--- config.mk ---
export PLATFORM = sky130hd
export DESIGN_NAME = vreg_stream_decoder
export DESIGN_NICKNAME = d
export VERILOG_FILES = /design/src/rtl/vreg_stream_decoder.sv
export SDC_FILE = /design/constraint.sdc
export NUM_CORES = 2
export LEC_CHECK = 0
export ABC_AREA = 1
export BUFFER_PORTS_ARGS = -buffer_cell sky130_fd_sc_hd__clkbuf_2
export CAP_MARGIN = 20
export CELL_PAD_IN_SITES_DETAIL_PLACEMENT = 1
export CELL_PAD_IN_SITES_GLOBAL_PLACEMENT = 1
export CORE_ASPECT_RATIO = 1.25
export CORE_UTILIZATION = 25
export DETAILED_ROUTE_END_ITERATION = 10
export HOLD_SLACK_MARGIN = 0.03
export PLACE_DENSITY_LB_ADDON = 0.1
export SETUP_SLACK_MARGIN = 0.3
export SYNTH_ARGS = -nofsm -noshare
export SYNTH_HDL_FRONTEND = slang
export SYNTH_SLANG_ARGS = --single-unit
--- constraint.sdc ---
create_clock -name clk -period 2.64 [get_ports clk]
set_input_delay 0.264 -clock clk [delete_from_list [all_inputs] [get_ports clk]]
set_output_delay 0.264 -clock clk [all_outputs]
set_load 0.02 [all_outputs]
--- src/rtl/vreg_stream_decoder.sv ---
module vreg_stream_decoder #(
  parameter int REGS = 64
) (
  input  logic        clk,
  input  logic        rst_n,
  input  logic        in_valid,
  input  logic [7:0]  in_data,
  output logic        in_ready,
  input  logic [7:0]  rd_addr,
  output logic [7:0]  shadow_q,
  output logic [7:0]  active_q,
  output logic [15:0] wide_q,
  output logic [15:0] pix_clk,
  output logic [23:0] base16,
  output logic [23:0] base8,
  output logic        depth24,
  output logic        locked,
  output logic        err,
  output logic        cp_valid,
  output logic [23:0] cp_src,
  output logic [7:0]  cp_cnt,
  output logic [23:0] cp_dst
);
  // REGS must cover 0x00..0x28
  localparam int AW = $clog2(REGS);
  localparam logic [8:0] LIM = REGS[8:0];

  typedef enum logic [2:0] {S_HUNT, S_OPC, S_ADDR, S_DATA, S_COPY} st_t;
  st_t st;
  logic [7:0]  sh_r  [REGS];
  logic [7:0]  act_r [REGS];
  logic [7:0]  addr_q;
  logic [2:0]  cnt;
  logic [47:0] shf;
  logic        commit;

  wire acc    = in_valid & in_ready;
  wire addr_ok = {1'b0, addr_q} < LIM;
  wire [7:0] lo_a = rd_addr + 8'd1;

  assign in_ready = ~commit;
  assign shadow_q = ({1'b0, rd_addr} < LIM) ? sh_r[rd_addr[AW-1:0]]  : 8'h00;
  assign active_q = ({1'b0, rd_addr} < LIM) ? act_r[rd_addr[AW-1:0]] : 8'h00;
  assign wide_q   = {active_q, ({1'b0, lo_a} < LIM) ? act_r[lo_a[AW-1:0]] : 8'h00};
  assign pix_clk  = {act_r[28], act_r[27]};
  assign base16   = {act_r[32], act_r[33], act_r[34]};
  assign base8    = {act_r[38], act_r[39], act_r[40]};
  assign depth24  = act_r[0][0];

  always_ff @(posedge clk) begin
    if (!rst_n) begin
      st <= S_HUNT;
      addr_q <= '0;
      cnt <= '0;
      shf <= '0;
      commit <= 1'b0;
      locked <= 1'b0;
      err <= 1'b0;
      cp_valid <= 1'b0;
      cp_src <= '0;
      cp_cnt <= '0;
      cp_dst <= '0;
      for (int i = 0; i < REGS; i++) begin
        sh_r[i]  <= '0;
        act_r[i] <= '0;
      end
    end else begin
      cp_valid <= 1'b0;
      if (commit) begin
        commit <= 1'b0;
        locked <= 1'b0;
        for (int i = 0; i < REGS; i++) act_r[i] <= sh_r[i];
      end
      if (acc) begin
        case (st)
          S_HUNT: if (in_data == 8'hAF) st <= S_OPC;
          S_OPC: begin
            cnt <= '0;
            if (in_data == 8'h20)      st <= S_ADDR;
            else if (in_data == 8'h6A) st <= S_COPY;
            else begin
              err <= 1'b1;
              st <= S_HUNT;
            end
          end
          S_ADDR: begin
            addr_q <= in_data;
            st <= S_DATA;
          end
          S_DATA: begin
            st <= S_HUNT;
            if (addr_q == 8'hFF) begin
              if (in_data == 8'h00)      locked <= 1'b1;
              else if (in_data == 8'hFF) commit <= 1'b1;
            end else if (addr_ok) begin
              sh_r[addr_q[AW-1:0]] <= in_data;
              if (!locked) act_r[addr_q[AW-1:0]] <= in_data;
            end
          end
          S_COPY: begin
            shf <= {shf[39:0], in_data};
            cnt <= cnt + 3'd1;
            if (cnt == 3'd6) begin
              st <= S_HUNT;
              cp_valid <= 1'b1;
              cp_src <= shf[47:24];
              cp_cnt <= shf[23:16];
              cp_dst <= {shf[15:0], in_data};
            end
          end
          default: st <= S_HUNT;
        endcase
      end
    end
  end
endmodule


Word-level counts from Yosys, hierarchy flattened
Memory sizes are Yosys's and may differ from the RTL's.
Index checks and enable logic that the tools add are counted.
{ "op_classes": {"mux": 103, "n_bitwise": 72, "n_lt_le_gt_ge": 3, "n_eq_ne": 12, "n_reduce_logical": 13, "addsub": 2} }
{ "ops": {"columns": ["op", "n"], "rows": [
  ["8-bit 2-to-1 mux", 69],
  ["1-bit OR", 64],
  ["1-bit 2-to-1 mux", 26],
  ["8-bit equality test, second input constant", 3],
  ["8-bit by 7-bit less-than comparator with 1-bit output, second input constant", 3],
  ["8-bit OR reduction", 2],
  ["3-bit 2-to-1 mux", 4],
  ["6-bit 2-to-1 mux", 2],
  ["3-bit one-hot mux with 4 select lines", 1],
  ["3-bit AND reduction", 3],
  ["8-bit by 1-bit adder with 8-bit output, second input constant", 1],
  ["8-bit by 6-bit equality test with 1-bit output, second input constant", 1],
  ["8-bit by 7-bit equality test with 1-bit output, second input constant", 1],
  ["8-bit zero test", 1],
  ["1-bit NOT", 7],
  ["3-bit by 2-bit equality test with 1-bit output, second input constant", 2],
  ["3-bit equality test, second input constant", 2],
  ["3-bit one-hot mux with 2 select lines", 1],
  ["2-bit AND reduction", 3],
  ["5-bit OR reduction", 1],
  ["2-bit != test, second input constant", 2],
  ["4-bit AND reduction", 1],
  ["3-bit by 1-bit adder with 3-bit output, second input constant", 1],
  ["3-bit by 1-bit equality test with 1-bit output, second input constant", 1],
  ["other kinds (3)", 3]
]} }
{ "word_totals": {"ram_bits": 1024, "output_inout_bits": 157, "n_memories": 2, "ff_bits": 122, "elab_cells": 218, "in_bits": 19} }
{ "mem_list": {"columns": ["name", "depth", "width", "rd", "rd_clocked_by_memory_dff", "write_ports", "line", "text"], "rows": [
  ["act_r", 64, 8, 11, 0, 64, "31", "logic [7:0] act_r [REGS];"],
  ["sh_r", 64, 8, 65, 0, 64, "30", "logic [7:0] sh_r [REGS];"]
]} }

Depth between registers and ports, before layout
{ "depth": {"ltp_word": 9, "depth_mapped": 14, "depth_no_buf": 9} }

Worst setup path after synthesis
OpenSTA, ideal clock, no wires.
{ "synth_timing": {"path_kind": "input-to-output", "start": "input rd_addr[0]", "end": "output wide_q[11]", "required_ns": 2.376, "path_buffers": 4, "path_stages": 13, "t_arrival_ns": 2.137, "setup_slack_ns": 0.239, "cell_sequence": "buf_2 inv_2 clkbuf_1 clkbuf_1 nand2_1 nand3_1 nand3_1 nand2_1 nand2_1 nand3_1 nand3_1 a21oi_1 buf_4"} }
{ "synth_via": {"elab_chain_len": 2, "word_cells_on_any_way": 3, "classes_between": "order compare (1); mux (1); memory (1)"} }
{ "synth_lines": {"columns": ["element", "line", "text"], "rows": [
  ["start, declared", "9", "input logic [7:0] rd_addr,"],
  ["memory 64 x 8 bit or 8-bit by 7-bit less-than comparator with 1-bit output (tied branches)", null, null],
  ["8-bit 2-to-1 mux (*)", "43", "assign active_q = ({1'b0, rd_addr} < LIM) ? act_r[rd_addr[AW-1:0]] : 8'h00;"],
  ["end, declared", "12", "output logic [15:0] wide_q,"]
]} }
Mark *: on every way between the ends. The rest lies on a longest branch, timed or not.

==> impl_summary.txt <==
----------------------------------------------------
[Clock network]
  Clock Root Buffer ... clkbuf_16
  CTS tree ... done
  Number of buffers created by CTS ... ~150
  Clock latency on the worst-skew pair ... 0.83 ns
  Clk sink count ... roughly 1100
  CTS max path bufs ... 4
  Number of levels in the clock H-tree ... 4
  Worst-path clk slew ... ~0.06 ns

[Pwr]
  Clock network power share ... ~41%
  Sequential group share of total power ... around 44%
  Switching pwr ... roughly 14000 uW
  Total design power ... 49000 uW
  Pleak ... between 0.03 and 0.04 uW
  Internal portion of total power ... ~35000 uW
  Combinational fraction of design power ... 15.5%
  Switching share of power ... 28.7%
  Power density normalized to cell area ... 617 mW/mm^2
  Max rail drop VDD ... 0.483 mV

[Global routing]
  Met2 Resource Use GR ... a little over two fifths
  Met1 Track Usage GR ... 29.3%
  Total Routing Usage GR ... 24.2%
  Antenna violations before repair ... 8
  Largest net degree at the start of global routing ... approximately 140
  Remaining Overflow, GRT ... 0
  Fraction of met3 tracks used by global routing ... under 10%
  Layer carrying the most global-route usage ... met2
  Vias in the first global route ... roughly 58000
  First-pass GRT wire length ... between 400000 and 500000 microns

[Critical path]
  Slowest cell on the critical path ... edfxtp_1
  CP Capture Type ... output port
  Data required time at the worst endpoint ... 2.38 ns
  Maximum fanout count along the critical path ... 2
  Worst Path Class, Setup ... reg2out
  Worst path most repeated cell ... nand2_1
  Startpoint types ... flop
  CP cell instances ... nand2_1 -> nand3_1 -> nand3_1 -> nand2_1 -> nand2_1 -> nand3_4 -> nand3_4 -> a21oi_4 -> buf_6 -> clkbuf_8
  Endpoint arrival time on the critical path ... between 2 and 3 ns
  Critical path's largest stage delay ... around 0.44 ns

[Synth]
  Top-area cell type share of the netlist area ... roughly half
  Cell types occupying the most area after synthesis ... edfxtp_1 (51%), nand3_1 (14%), nand2_1 (14%)
  Ys async rst share ... 0%
  Syn_nets ... approximately 7500
  Number of enable-type register cells in the synthesized netlist ... 1024
  Count of different cell masters after synthesis ... 33
  Synthesized netlist cell count ... around 7500
  Average size of a mapped cell ... between 8 and 9 sq um
  Cell Area, Synth ... between 0.06 and 0.07 sq mm
  Count of warnings emitted by yosys ... 0
  Register bit total from synthesis ... around 1100
  Yosys top cell by area ... edfxtp_1
  Predominant post-synthesis flop cell ... edfxtp_1
  Share of the yosys chip area belonging to registers ... roughly 55%

[Timing]
  Number of hold violations in the final report ... 0
  Setup repair after global routing missed its margin ... yes
  Maximum clock frequency ... 0.350 GHz
  Setup-failing EPs final ... 32
  Time the final worst path needs with I/O delays and setup ... ~2.9 ns
  Clock skew after layout ... roughly 0.03 ns
  Fin. max-slew vios ... 0
  Relative slew slack ... about two fifths
  Final worst setup slack ... -0.220 ns
  Final period util ... 108%
  Worst Tran Pin Value ... 0.913 ns

[Status]
  Violations in the final reports ... negative setup slack
  Outcome ... finished with violations

[Layout]
  Most used cells in the layout excluding fill and tap cells ... nand2_1 (2085), nand3_1 (1340), edfxtp_1 (1024), nor2_1 (760), o21ai_0 (576)
  Post-layout utilization of the core ... about a third
  Area growth from synthesis to final layout ... 31.3%
  Ratio of cells with drive above 1 in the final layout ... between 20% and 30%
  Total number of nets in the final design ... 7974
  Most common cell after layout, fill and taps aside ... nand2_1

[Floorplanning]
  Placement Rows ... ~200
  Initial Utilization ... around 25%
  Horizontal extent of the die ... about 440 microns
  Number of I/O pins ... 176
  Core Box Area ... around 0.24 sq mm
  DIE AREA ... roughly 0.24 sq mm
  Height of the die ... roughly 550 microns

[Drt]
  Post-DR wirelength/cell ... approximately 27 microns
  Vias per inst ... 5.02
  Via count ... roughly 56000
  Residual DRC count ... 0
  Detailed-routing iteration count for the pre-antenna-repair pass ... 7
  Total detailed-routing wirelength ... just over 300000 microns
  Number of nets still failing antenna checks after routing ... 0
  Violation count after the first detailed-routing iteration ... 3586

[Hold path]
  Hold Path Class ... in2reg

[Placement]
  Final Wtd Congestion ... approximately 0.92
  Placement-stage worst setup slack ... -0.848 ns
  Detailed Place HPWL ... ~220000 microns
  IO Port Bufs ... between 150 and 200

[Flow run]
  Total of max-cap violations ... 0

----------------------------------------------------
-- cell usage after synthesis (3+ instances only) --
library cell and count:
a21oi_1 64, buf_1 68, buf_2 67, buf_4 9
clkbuf_1 477, clkinv_1 20, dfxtp_1 122, edfxtp_1 1024
ha_1 3, inv_1 141, inv_2 35, nand2_1 2271
nand3_1 1720, nand3_2 4, nand4_1 13, nor2_1 780
nor2_2 3, nor3_2 8, nor3_4 4, nor4_1 4
o21ai_0 630, o21ai_1 22
-- repair_timing --
action                     in CTS  in global routing
setup buffers                  76                 46
hold buffers                   11                  0
gates cloned                    1                  4
setup endpoints to repair    1087                727
hold endpoints to repair       88                  0
resized for setup             712                265
pin swaps                     179                135
-- cells by family after synthesis --
family / Yosys count / synth area share [%]
simple gates: 4814 / 33.8
flops: 1146 / 54.9
buf+inv: 818 / 5.28
compound gates: 720 / 5.97
xor+xnor: 3 / 0.0435
fa+ha+maj: 3 / 0.0621
-- metal layers --
metal / wire (microns) / up-vias
li1: - / 26362
met5: 0 / -
met4: 14600 / 0
met1: 126000 / 28220
met2: 152000 / 1202
met3: 10100 / 474
-- sequential cells by signal, indices dropped and copies added (netlist names), 3 cells and up --
register	cells
cp_cnt	8
cp_dst	24
addr_q	8
cnt	3
act_r	512
cp_src	24
shf	48
sh_r	512
st	3
-- power groups by stage --
stage	sequential (uW)	combinational, uW	clock [uW]
detailed placement	21700	6530	0
floorplan	21400	3130	0
CTS	21300	7390	20600
global route	21400	8080	21100
finish	21300	7610	20100
global placement	21700	6510	0
-- worst max-delay path: cells and delay by family (launching register included) --
kind	cells	cell delay, ns
and+or+nand+nor	7	0.96
DFF	1	0.44
AOI/OAI and AO/OA	1	0.08
buffers and inverters	2	0.27
-- through the flow --
| stage | cells | area [sq um] | hold WS [ns] | TNS (ns) |
|---|---|---|---|---|
| after global placement | 10811 | 69300 | 0.453 | -16.06 |
| after CTS | 11147 | 78000 | 0.310 | -7.49 |
| final | 11199 | 79400 | 0.368 | -4.88 |
| after detailed placement | 10812 | 69400 | 0.460 | -14.76 |
| after global routing | 11198 | 79400 | 0.347 | -6.84 |
| after floorplan | 7504 | 60500 | 0.436 | 0 |
-- final timing paths --
check,cells past startpoint,start,to,slack (ns)
max,10,sh_r[52][7],shadow_q[7],-0.22
min reg2reg,2,shf[27],cp_src[3],0.47
min,4,rst_n,shf[9],0.37
max reg2reg,10,commit,act_r[53][2],0.34
-- cell type report --
class	instances	area, sq um
Clock buffer	180	3890
Antenna cell	2	5.00
Clock inverter	67	713
Timing Repair Buffer	922	8950
Inverter	196	808
Tap cell	3146	3940
Fill cell	27667	161000
Sequential cell	1146	33200
Multi-Input combinational cell	5540	27900
Note: power is estimated with default switching activity, not from simulation.
